### src/rtl/lfm_pkg.sv
package lfm_pkg;

  // Strobes the datapath hands to the control each character
  typedef struct packed {
    logic hasTrans;  // current character shows at least one bit change
    logic runHit;    // quiet run reaches the loss limit with this character
  } lfm_strobe_t;

  typedef enum logic {
    ST_CLEAR = 1'b0,
    ST_FAULT = 1'b1
  } lfm_state_t;

endpackage

### src/rtl/lfm_datapath.sv
module lfm_datapath
  import lfm_pkg::*;
#(
  parameter int CHAR_W    = 10,
  parameter int RUN_LIMIT = 60
) (
  input  logic              clk,
  input  logic              rstN,
  input  logic [CHAR_W-1:0] charIn,
  output lfm_strobe_t       strobes
);

  localparam int RUN_W = $clog2(RUN_LIMIT + 1);
  localparam int SUM_W = RUN_W + 1;

  logic              prevLast;
  logic [RUN_W-1:0]  runCount;
  logic [RUN_W-1:0]  runNext;
  logic [SUM_W-1:0]  runSum;
  logic [CHAR_W-1:0] edges;
  int                lastPos;

  // edges[i]: bit i differs from the bit received just before it
  generate
    for (genvar i = 0; i < CHAR_W; i++) begin : g_edge
      if (i == 0) begin : g_first
        assign edges[i] = charIn[0] ^ prevLast;
      end else begin : g_inner
        assign edges[i] = charIn[i] ^ charIn[i-1];
      end
    end
  endgenerate

  // Latest position holding a change
  always_comb begin
    lastPos = 0;
    for (int i = 0; i < CHAR_W; i++) begin
      if (edges[i]) lastPos = i;
    end
  end

  always_comb begin
    runSum = {1'b0, runCount} + SUM_W'(CHAR_W);
    if (|edges) begin
      runNext = RUN_W'(CHAR_W - 1 - lastPos);
    end else if (runSum >= SUM_W'(RUN_LIMIT)) begin
      runNext = RUN_W'(RUN_LIMIT);
    end else begin
      runNext = runSum[RUN_W-1:0];
    end
    strobes.hasTrans = |edges;
    strobes.runHit   = (runNext >= RUN_W'(RUN_LIMIT));
  end

  always_ff @(posedge clk or negedge rstN) begin
    if (!rstN) begin
      prevLast <= 1'b0;
      runCount <= '0;
    end else begin
      prevLast <= charIn[CHAR_W-1];
      runCount <= runNext;
    end
  end

endmodule

### src/rtl/lfm_control.sv
module lfm_control
  import lfm_pkg::*;
#(
  parameter int GOOD_NEED = 3
) (
  input  logic        clk,
  input  logic        rstN,
  input  lfm_strobe_t strobes,
  output logic        txFault
);

  localparam int GOOD_W = $clog2(GOOD_NEED + 1);

  lfm_state_t        state, stateNext;
  logic [GOOD_W-1:0] goodCount, goodNext;

  always_comb begin
    stateNext = state;
    goodNext  = goodCount;
    unique case (state)
      ST_CLEAR: begin
        goodNext = '0;
        if (strobes.runHit) stateNext = ST_FAULT;
      end
      ST_FAULT: begin
        if (!strobes.hasTrans) begin
          goodNext = '0;
        end else if (goodCount == GOOD_W'(GOOD_NEED - 1)) begin
          goodNext  = '0;
          stateNext = ST_CLEAR;
        end else begin
          goodNext = goodCount + 1'b1;
        end
      end
      default: stateNext = ST_FAULT;
    endcase
  end

  always_ff @(posedge clk or negedge rstN) begin
    if (!rstN) begin
      state     <= ST_FAULT;
      goodCount <= '0;
    end else begin
      state     <= stateNext;
      goodCount <= goodNext;
    end
  end

  assign txFault = (state == ST_FAULT);

endmodule

### src/rtl/link_fault_monitor.sv
module link_fault_monitor
  import lfm_pkg::*;
#(
  parameter int CHAR_W    = 10,
  parameter int RUN_LIMIT = 60,
  parameter int GOOD_NEED = 3
) (
  input  logic              clk,
  input  logic              rstN,
  input  logic [CHAR_W-1:0] charIn,
  input  logic              freqBad,
  input  logic              ampLow,
  input  logic              chanOff,
  output logic              faultN
);

  localparam int ALARM_N = 3;

  lfm_strobe_t        strobes;
  logic               txFault;
  logic [ALARM_N-1:0] alarmQ;

  lfm_datapath #(
    .CHAR_W   (CHAR_W),
    .RUN_LIMIT(RUN_LIMIT)
  ) uPath (
    .clk    (clk),
    .rstN   (rstN),
    .charIn (charIn),
    .strobes(strobes)
  );

  lfm_control #(
    .GOOD_NEED(GOOD_NEED)
  ) uCtrl (
    .clk    (clk),
    .rstN   (rstN),
    .strobes(strobes),
    .txFault(txFault)
  );

  always_ff @(posedge clk or negedge rstN) begin
    if (!rstN) alarmQ <= '0;
    else       alarmQ <= {chanOff, ampLow, freqBad};
  end

  // Driven only from flops: changes on clock edges alone
  assign faultN = ~(txFault | (|alarmQ));

endmodule

### config.mk
export PLATFORM = sky130hd
export DESIGN_NAME = link_fault_monitor
export DESIGN_NICKNAME = d
export VERILOG_FILES = /design/src/rtl/lfm_pkg.sv /design/src/rtl/lfm_datapath.sv /design/src/rtl/lfm_control.sv /design/src/rtl/link_fault_monitor.sv
export SDC_FILE = /design/constraint.sdc
export NUM_CORES = 1
export LEC_CHECK = 0
export BUFFER_PORTS_ARGS = -buffer_cell sky130_fd_sc_hd__buf_2
export CORE_UTILIZATION = 45
export CTS_CLUSTER_DIAMETER = 50
export DETAILED_ROUTE_END_ITERATION = 10
export GPL_TIMING_DRIVEN = 0
export MAX_ROUTING_LAYER = met4
export PLACE_DENSITY_LB_ADDON = 0.05
export RECOVER_POWER = 50
export SLEW_MARGIN = 10
export SYNTH_ARGS = -nofsm -noshare
export SYNTH_HDL_FRONTEND = slang
export SYNTH_SLANG_ARGS = --single-unit
### constraint.sdc
create_clock -name clk -period 3.65 [get_ports clk]
set_clock_uncertainty 0.05 [all_clocks]
set_input_delay 0.365 -clock clk [delete_from_list [all_inputs] [get_ports clk]]
set_output_delay 0.365 -clock clk [all_outputs]
set_load 0.01 [all_outputs]
==> impl_metrics.toml, run 1 <==
[power_and_ir_drop]
switchingPower_mw = 0.0802
power.static_leakage_nw = 0.356
share_comb_of_total_power = 0.163
power.clock.fraction = 0.352
ir_worst_vdd_uv = 172
pwr_density_cell_nw_per_um2 = 372
power.internal_mw = 0.224
netSwitchingFraction = 0.264
sequential_group_share_of_total_power = 0.484

[grt]
gr-max-usage-layer = "met2"
grt_start_max_net_pins = 13
number_of_antenna_violations_at_the_first_check_in_global_routing = 0
grt_first_pass_wirelength_um = 1930
grt-ovfl-total = 0
met1_track_demand_over_resource = 0.194
grt_use_total = 0.190
first_global_vias = 528
grt.met2_usage = 0.328
gr-usage-met3 = 0.0489

[clocking]
clock_tree_from_tritoncts = "yes"
post_cts_resize_count = 0
clock_tree_buffer_depth = 2
cts-buffers-inserted = 3
cts.reportedPaths.clkPinSlew_ns = 0.08
holdBufCountCts = 1
cts.sink_count = 12
post_cts.repair.setup_buffers = 0
clockRootBuffer = "sky130_fd_sc_hd__clkbuf_4"
worst_skew_pair.late_latency_ns = 0.27
cts.htree.levels = 1

[yosys]
synthCells = 69
synthDistinctLibCells = 34
yosysWarningCount = 0
syn-mean-instance-area_um2 = 9.83
synth-seq-cells = 12
mappedNetlistArea_um2 = 678
synth.yosys.seq_area_share = 0.445
synthesis.nets = 87

[sta]
finalSetupViolCount = 0
min_period_ns = 1.86
grt_setup_unrepaired = "false"
max_freq_ghz = 0.538
layout_setup_ws_ns = 1.79
tightest_slew_ns = 0.629
layout_worst_path_cycle_share = 0.509
slew_headroom = 0.581
final.setup.tns_ns = 0
timing_hold_violations_final = 0
drv_slew = 0

[placed_design]
routabilityCongestion = 0.711
dp_hpwl_um = 1000
buffer_ports.inserted = 15
detailedPlace.worstSlack_ns = 1.65

[finish]
mostFrequentLayoutCell = "sky130_fd_sc_hd__buf_2"
finalNetCount = 108
drive_above_1_share = 0.258
fin_util = 0.604
antenna_cells_inserted = 0
mostFrequentLayoutCells = "sky130_fd_sc_hd__buf_2 (13), sky130_fd_sc_hd__dfrtp_1 (11), sky130_fd_sc_hd__nand2_1 (10)"
synthToLayoutAreaGrowth_pct = 20.3

[detailed_routing]
routedWlPerCell_um = 12.0
drt-initial-drc-count = 8
routed_wl_um = 1250
ant_nets = 0
first_pass_detailed_route_iteration_total = 4
route.vias.total = 577
routed_via_density = 5.55
drcViolationCount = 0

[critical_path]
worstSetupPathType = "reg2reg"
regToRegSetupSlack_ns = 1.79
cp.required_ns = 3.76
worst-path-max-fanout = 8
cp.buffers_inverters = 1
startpoint_type = "flop"
timing.critical_path.slowest_stage_cell = "sky130_fd_sc_hd__or4_1"
cp.arrival_ns = 1.97
critical_path.endpoint_type = "flop"
worst_path_dominant_cell_family = "simple AND/OR/NAND/NOR gates"
worstPathCellList = "or4_1, o22a_1, or3_4, buf_6, nand2_1, o21ai_1"
worst_path_largest_cell_delay_ns = 0.49

[floorplanning]
pin_count = 16
core.rowCount = 13
fp.dieW_um = 40.8
die_h_um = 40.8
die-area_um2 = 1670
floorplan.initialDensity = 0.502
core_region_area_um2 = 1350

[hold_path]
timing.hold.worst.class = "in2reg"

[run_status]
outcome = "complete, no violations"

[run]
drv_cap = 0
-- kinds of logic after synthesis --
kind of cell | share of synthesized area
and+or+nand+nor | 0.280
xor gates and xnor gates | 0.0129
DFF | 0.445
AOI/OAI and AO/OA | 0.168
buffers and inverters | 0.0387
adders and majority gates | 0.0554
-- layout make-up --
class                      instances  area (um^2)
clock buffer                       4         36.3
multi-input combinational         52          350
buffer                             2         15.0
fill                             135          534
tap                               15         18.8
sequential                        12          302
timing repair buffer              16         82.6
inverter                           3         11.3
-- through the flow --
stage	total power [mW]	std cells	hold WS, ns	instance area (um^2)
finish	0.304	104	0.144	816
global route	0.322	104	0.131	816
CTS	0.308	104	0.137	818
detailed placement	0.199	99	0.203	772
global placement	0.197	99	0.200	772
floorplan	0.179	69	0.0194	678
-- sequential cells by signal, indices dropped and copies added, names as in the netlist --
signal	flops
uCtrl.goodCount	2
uCtrl.txFault	1
alarmQ	3
uPath.prevLast	1
uPath.runCount	5
-- cell usage after synthesis, drive strengths merged --
library cell   n  area [um^2]
o21a           1         7.51
ha             3         37.5
dfrtp         11          275
nor2           3         11.3
inv            3         11.3
a211oi         1         12.5
nand4b         1         8.76
clkbuf         1         3.75
o221ai         1         8.76
o22ai          2         12.5
nand4          1         6.26
nand3b         1         20.0
and3           1         6.26
o2bb2ai        1         15.0
nand2b         2         12.5
o22a           1         8.76
xnor2          1         8.76
a31oi          1         6.26
buf            1         11.3
and2           1         6.26
and4b          1         10.0
dfstp          1         26.3
nor4bb         1         10.0
o21ai          4         20.0
a22oi          1         7.51
nand2         10         37.5
or4            1         7.51
nor4           1         6.26
nor3           3         15.0
nand3          3         15.0
or3            2         17.5
a21oi          3         15.0
-- power groups by stage --
| stage | Clock [mW] | Sequential (mW) | Combinational, mW |
|---|---|---|---|
| final | 0.107 | 0.147 | 0.0496 |
| after global routing | 0.117 | 0.148 | 0.0570 |
| after CTS | 0.110 | 0.147 | 0.0508 |
| after detailed placement | 0 | 0.150 | 0.0497 |
| after global placement | 0 | 0.149 | 0.0479 |
| after floorplan | 0 | 0.148 | 0.0310 |
-- final timing paths --
path	startpoint	to	cells after the start
setup reg to reg	uPath.prevLast	uPath.runCount[5]	6
max in group asynchronous	rstN	uPath.runCount[5]	2
min in group asynchronous	rstN	uPath.runCount[2]	2
hold / removal	chanOff	alarmQ[2]	1
setup / recovery	uPath.prevLast	uPath.runCount[5]	6
hold reg to reg	uCtrl.goodCount[0]	uCtrl.goodCount[0]	1
-- worst register-to-register path, delay by kind of cell (launching register included) --
kind | cells | cell delay [ns]
AO/OA/AOI/OAI | 2 | 0.25
buffers and inverters | 1 | 0.15
AND/OR/NAND/NOR | 3 | 0.91
flip-flops | 1 | 0.38
-- per-layer routing --
metal | part of all wire | vias up
li1 | - | 294
met1 | 0.46 | 268
met5 | 0 | -
met2 | 0.49 | 11
met4 | 0.017 | 0
met3 | 0.032 | 4
Note: power is estimated with default switching activity, not from simulation.
==> run 2: changes to the inputs <==
==> constraint.sdc (replaced) <==
create_clock -name clk -period 1.6 [get_ports clk]
set_clock_uncertainty 0.05 [all_clocks]
set_input_delay 0.16 -clock clk [delete_from_list [all_inputs] [get_ports clk]]
set_output_delay 0.16 -clock clk [all_outputs]
set_load 0.01 [all_outputs]
==> run 2 against run 1 <==
Against the previous run: sequential power grew 130%; critical path type unchanged; first-iteration DRC count decreased by 25%; highest routed layer unchanged; largest power group unchanged; the flow now finishes with violations (negative setup slack); sequential share of layout area fell by 2.5 points; combinational power grew to 2.6 times the previous value.
==> impl_metrics.toml, run 2 (synthesized netlist as in run 1, its figures left out) <==
[floorplanning]
die-area_um2 = 1670
floorplan.initialDensity = 0.502
fp.dieW_um = 40.8
core.rowCount = 13
die_h_um = 40.8
pin_count = 16
core_region_area_um2 = 1350

[finish]
drive_above_1_share = 0.301
layoutNonFillerInstCount = 108
most_flops_register = "uPath.runCount"
antenna_cells_inserted = 0
mostFrequentLayoutCells = "sky130_fd_sc_hd__buf_2 (14), sky130_fd_sc_hd__dfrtp_1 (11), sky130_fd_sc_hd__nand2_1 (9)"
largest_registers = "uPath.runCount x5, alarmQ x3, uCtrl.goodCount x2"
finalNetCount = 112
synthToLayoutAreaGrowth_pct = 29.2
mostFrequentLayoutCell = "sky130_fd_sc_hd__buf_2"
largest_register_ffs = 5
layout.cell_area.non_filler_um2 = 876

[power_and_ir_drop]
switchingPower_mw = 0.181
netSwitchingFraction = 0.259
power.clock.fraction = 0.337
power.static_leakage_nw = 0.377
sequential_group_share_of_total_power = 0.481
ir_worst_vdd_uv = 565
share_comb_of_total_power = 0.182
pwr_density_cell_nw_per_um2 = 800
power.internal_mw = 0.519

[sta]
hold_slack_ns = 0.261
layout_worst_path_cycle_share = 1.11
min_period_ns = 1.77
max_freq_ghz = 0.564
layout_setup_ws_ns = -0.174
grt_setup_unrepaired = "true"
drv_slew = 0
tightest_slew_ns = 0.655
slew_headroom = 0.563
final.setup.tns_ns = -1.09
timing_hold_violations_final = 0
finalSetupViolCount = 8

[hold_path]
holdPathEnd = "uPath.runCount[1]"
timing.hold.worst.class = "in2reg"
min_delay_path_depth = 4
holdCritStartpoint = "charIn[5]"

[placed_design]
routabilityCongestion = 0.730
dp_hpwl_um = 956
place_area_um2 = 772
buffer_ports.inserted = 15
place_inst = 99

[critical_path]
worst-path-max-fanout = 8
worstPathCellList = "or4_4, o22a_1, or3_4, buf_8, nand3b_4, o2bb2ai_2"
timing.critical_path.slowest_stage_cell = "sky130_fd_sc_hd__or4_4"
r2r_cell_count = 6
cp.arrival_ns = 1.93
critical_path.endpoint_type = "flop"
worstSetupPathType = "reg2reg"
rr_startpoint = "uPath.prevLast"
cp.required_ns = 1.75
timing.rr.end = "uCtrl.txFault"
worst_path_largest_cell_delay_ns = 0.41
startpoint_type = "flop"
regToRegSetupSlack_ns = -0.17

[grt]
grt-ovfl-total = 0
first_global_vias = 528
grt_first_pass_wirelength_um = 2110
grt_start_max_net_pins = 13
grt_use_total = 0.200
number_of_antenna_violations_at_the_first_check_in_global_routing = 0

[detailed_routing]
routed_via_density = 5.53
ant_nets = 0
routed_wl_um = 1310
routedWlPerCell_um = 12.1
first_pass_detailed_route_iteration_total = 4
drcViolationCount = 0
route.vias.total = 597
drt-initial-drc-count = 6

[run_status]
failed_checks = "negative setup slack"
outcome = "finished, violations left"

[clocking]
post_cts.repair.setup_buffers = 0
worst_skew_pair.late_latency_ns = 0.26
clock_tree_from_tritoncts = "yes"
cts.reportedPaths.clkPinSlew_ns = 0.08
clock_tree_buffer_depth = 2
cts.sink_count = 12
cts-buffers-inserted = 3
cts.htree.levels = 1
clockRootBuffer = "sky130_fd_sc_hd__clkbuf_4"

[run]
drv_cap = 0
[run 2: cell types whose count changed in the layout (fill, tap and decap cells not counted), sizes merged]
cell,change
clkbuf,-1
dlygate4sd3,+4
buf,+1
[run 2: worst max path at each step]
stage	start	cells after the start	slack, ns	end
global placement	charIn[3]	6	-0.23	uPath.runCount[3]
finish	uPath.prevLast	6	-0.17	uCtrl.txFault
CTS	uPath.prevLast	6	-0.16	uCtrl.txFault
detailed placement	charIn[3]	6	-0.23	uPath.runCount[3]
floorplan	uPath.prevLast	6	-0.10	uCtrl.txFault
global route	uPath.prevLast	6	-0.24	uPath.runCount[2]
[run 2: cell type report]
class / count / area, um^2
well taps: 15 / 18.8
flip-flops and latches: 12 / 302
multi-input cells: 52 / 365
repair buffers: 20 / 124
inverters: 3 / 11.3
plain buffers: 2 / 18.8
clock buffers: 4 / 36.3
fillers: 116 / 474
[run 2: timing repair]
action                                  CTS  global route
resized for setup                         1             4
hold buffers                              5             0
pin swaps                                 1             0
hold endpoints to repair                 16             0
endpoints found under the setup margin    8             8
[run 2: per-stage QoR]
step                      total power, mW  setup slack (ns)  utilization
after floorplan                     0.409            -0.104            -
after global placement              0.450            -0.228        0.572
after detailed placement            0.453            -0.228        0.572
after CTS                           0.702            -0.160        0.639
after global routing                0.743            -0.238        0.649
final                               0.701            -0.174        0.649
[run 2: power groups by stage]
stage	Sequential, mW	Combinational (mW)	Clock [mW]
after floorplan	0.338	0.0708	0
final	0.337	0.127	0.236
after global routing	0.340	0.147	0.256
after detailed placement	0.341	0.112	0
after CTS	0.336	0.122	0.244
after global placement	0.342	0.109	0
[run 2: critical path: cells and delay by family (launching register included)]
kind,cells,cell delay [ns]
DFF,1,0.39
AOI/OAI and AO/OA,2,0.26
and+or+nand+nor,3,0.85
buffers and inverters,1,0.16
[run 2: layer usage]
metal,share of wire,GRT usage,up-vias
met5,0,-,-
met4,0.0046,0.0500,0
met3,0.017,0.0163,2
met2,0.53,0.348,7
met1,0.45,0.248,287
li1,-,-,301
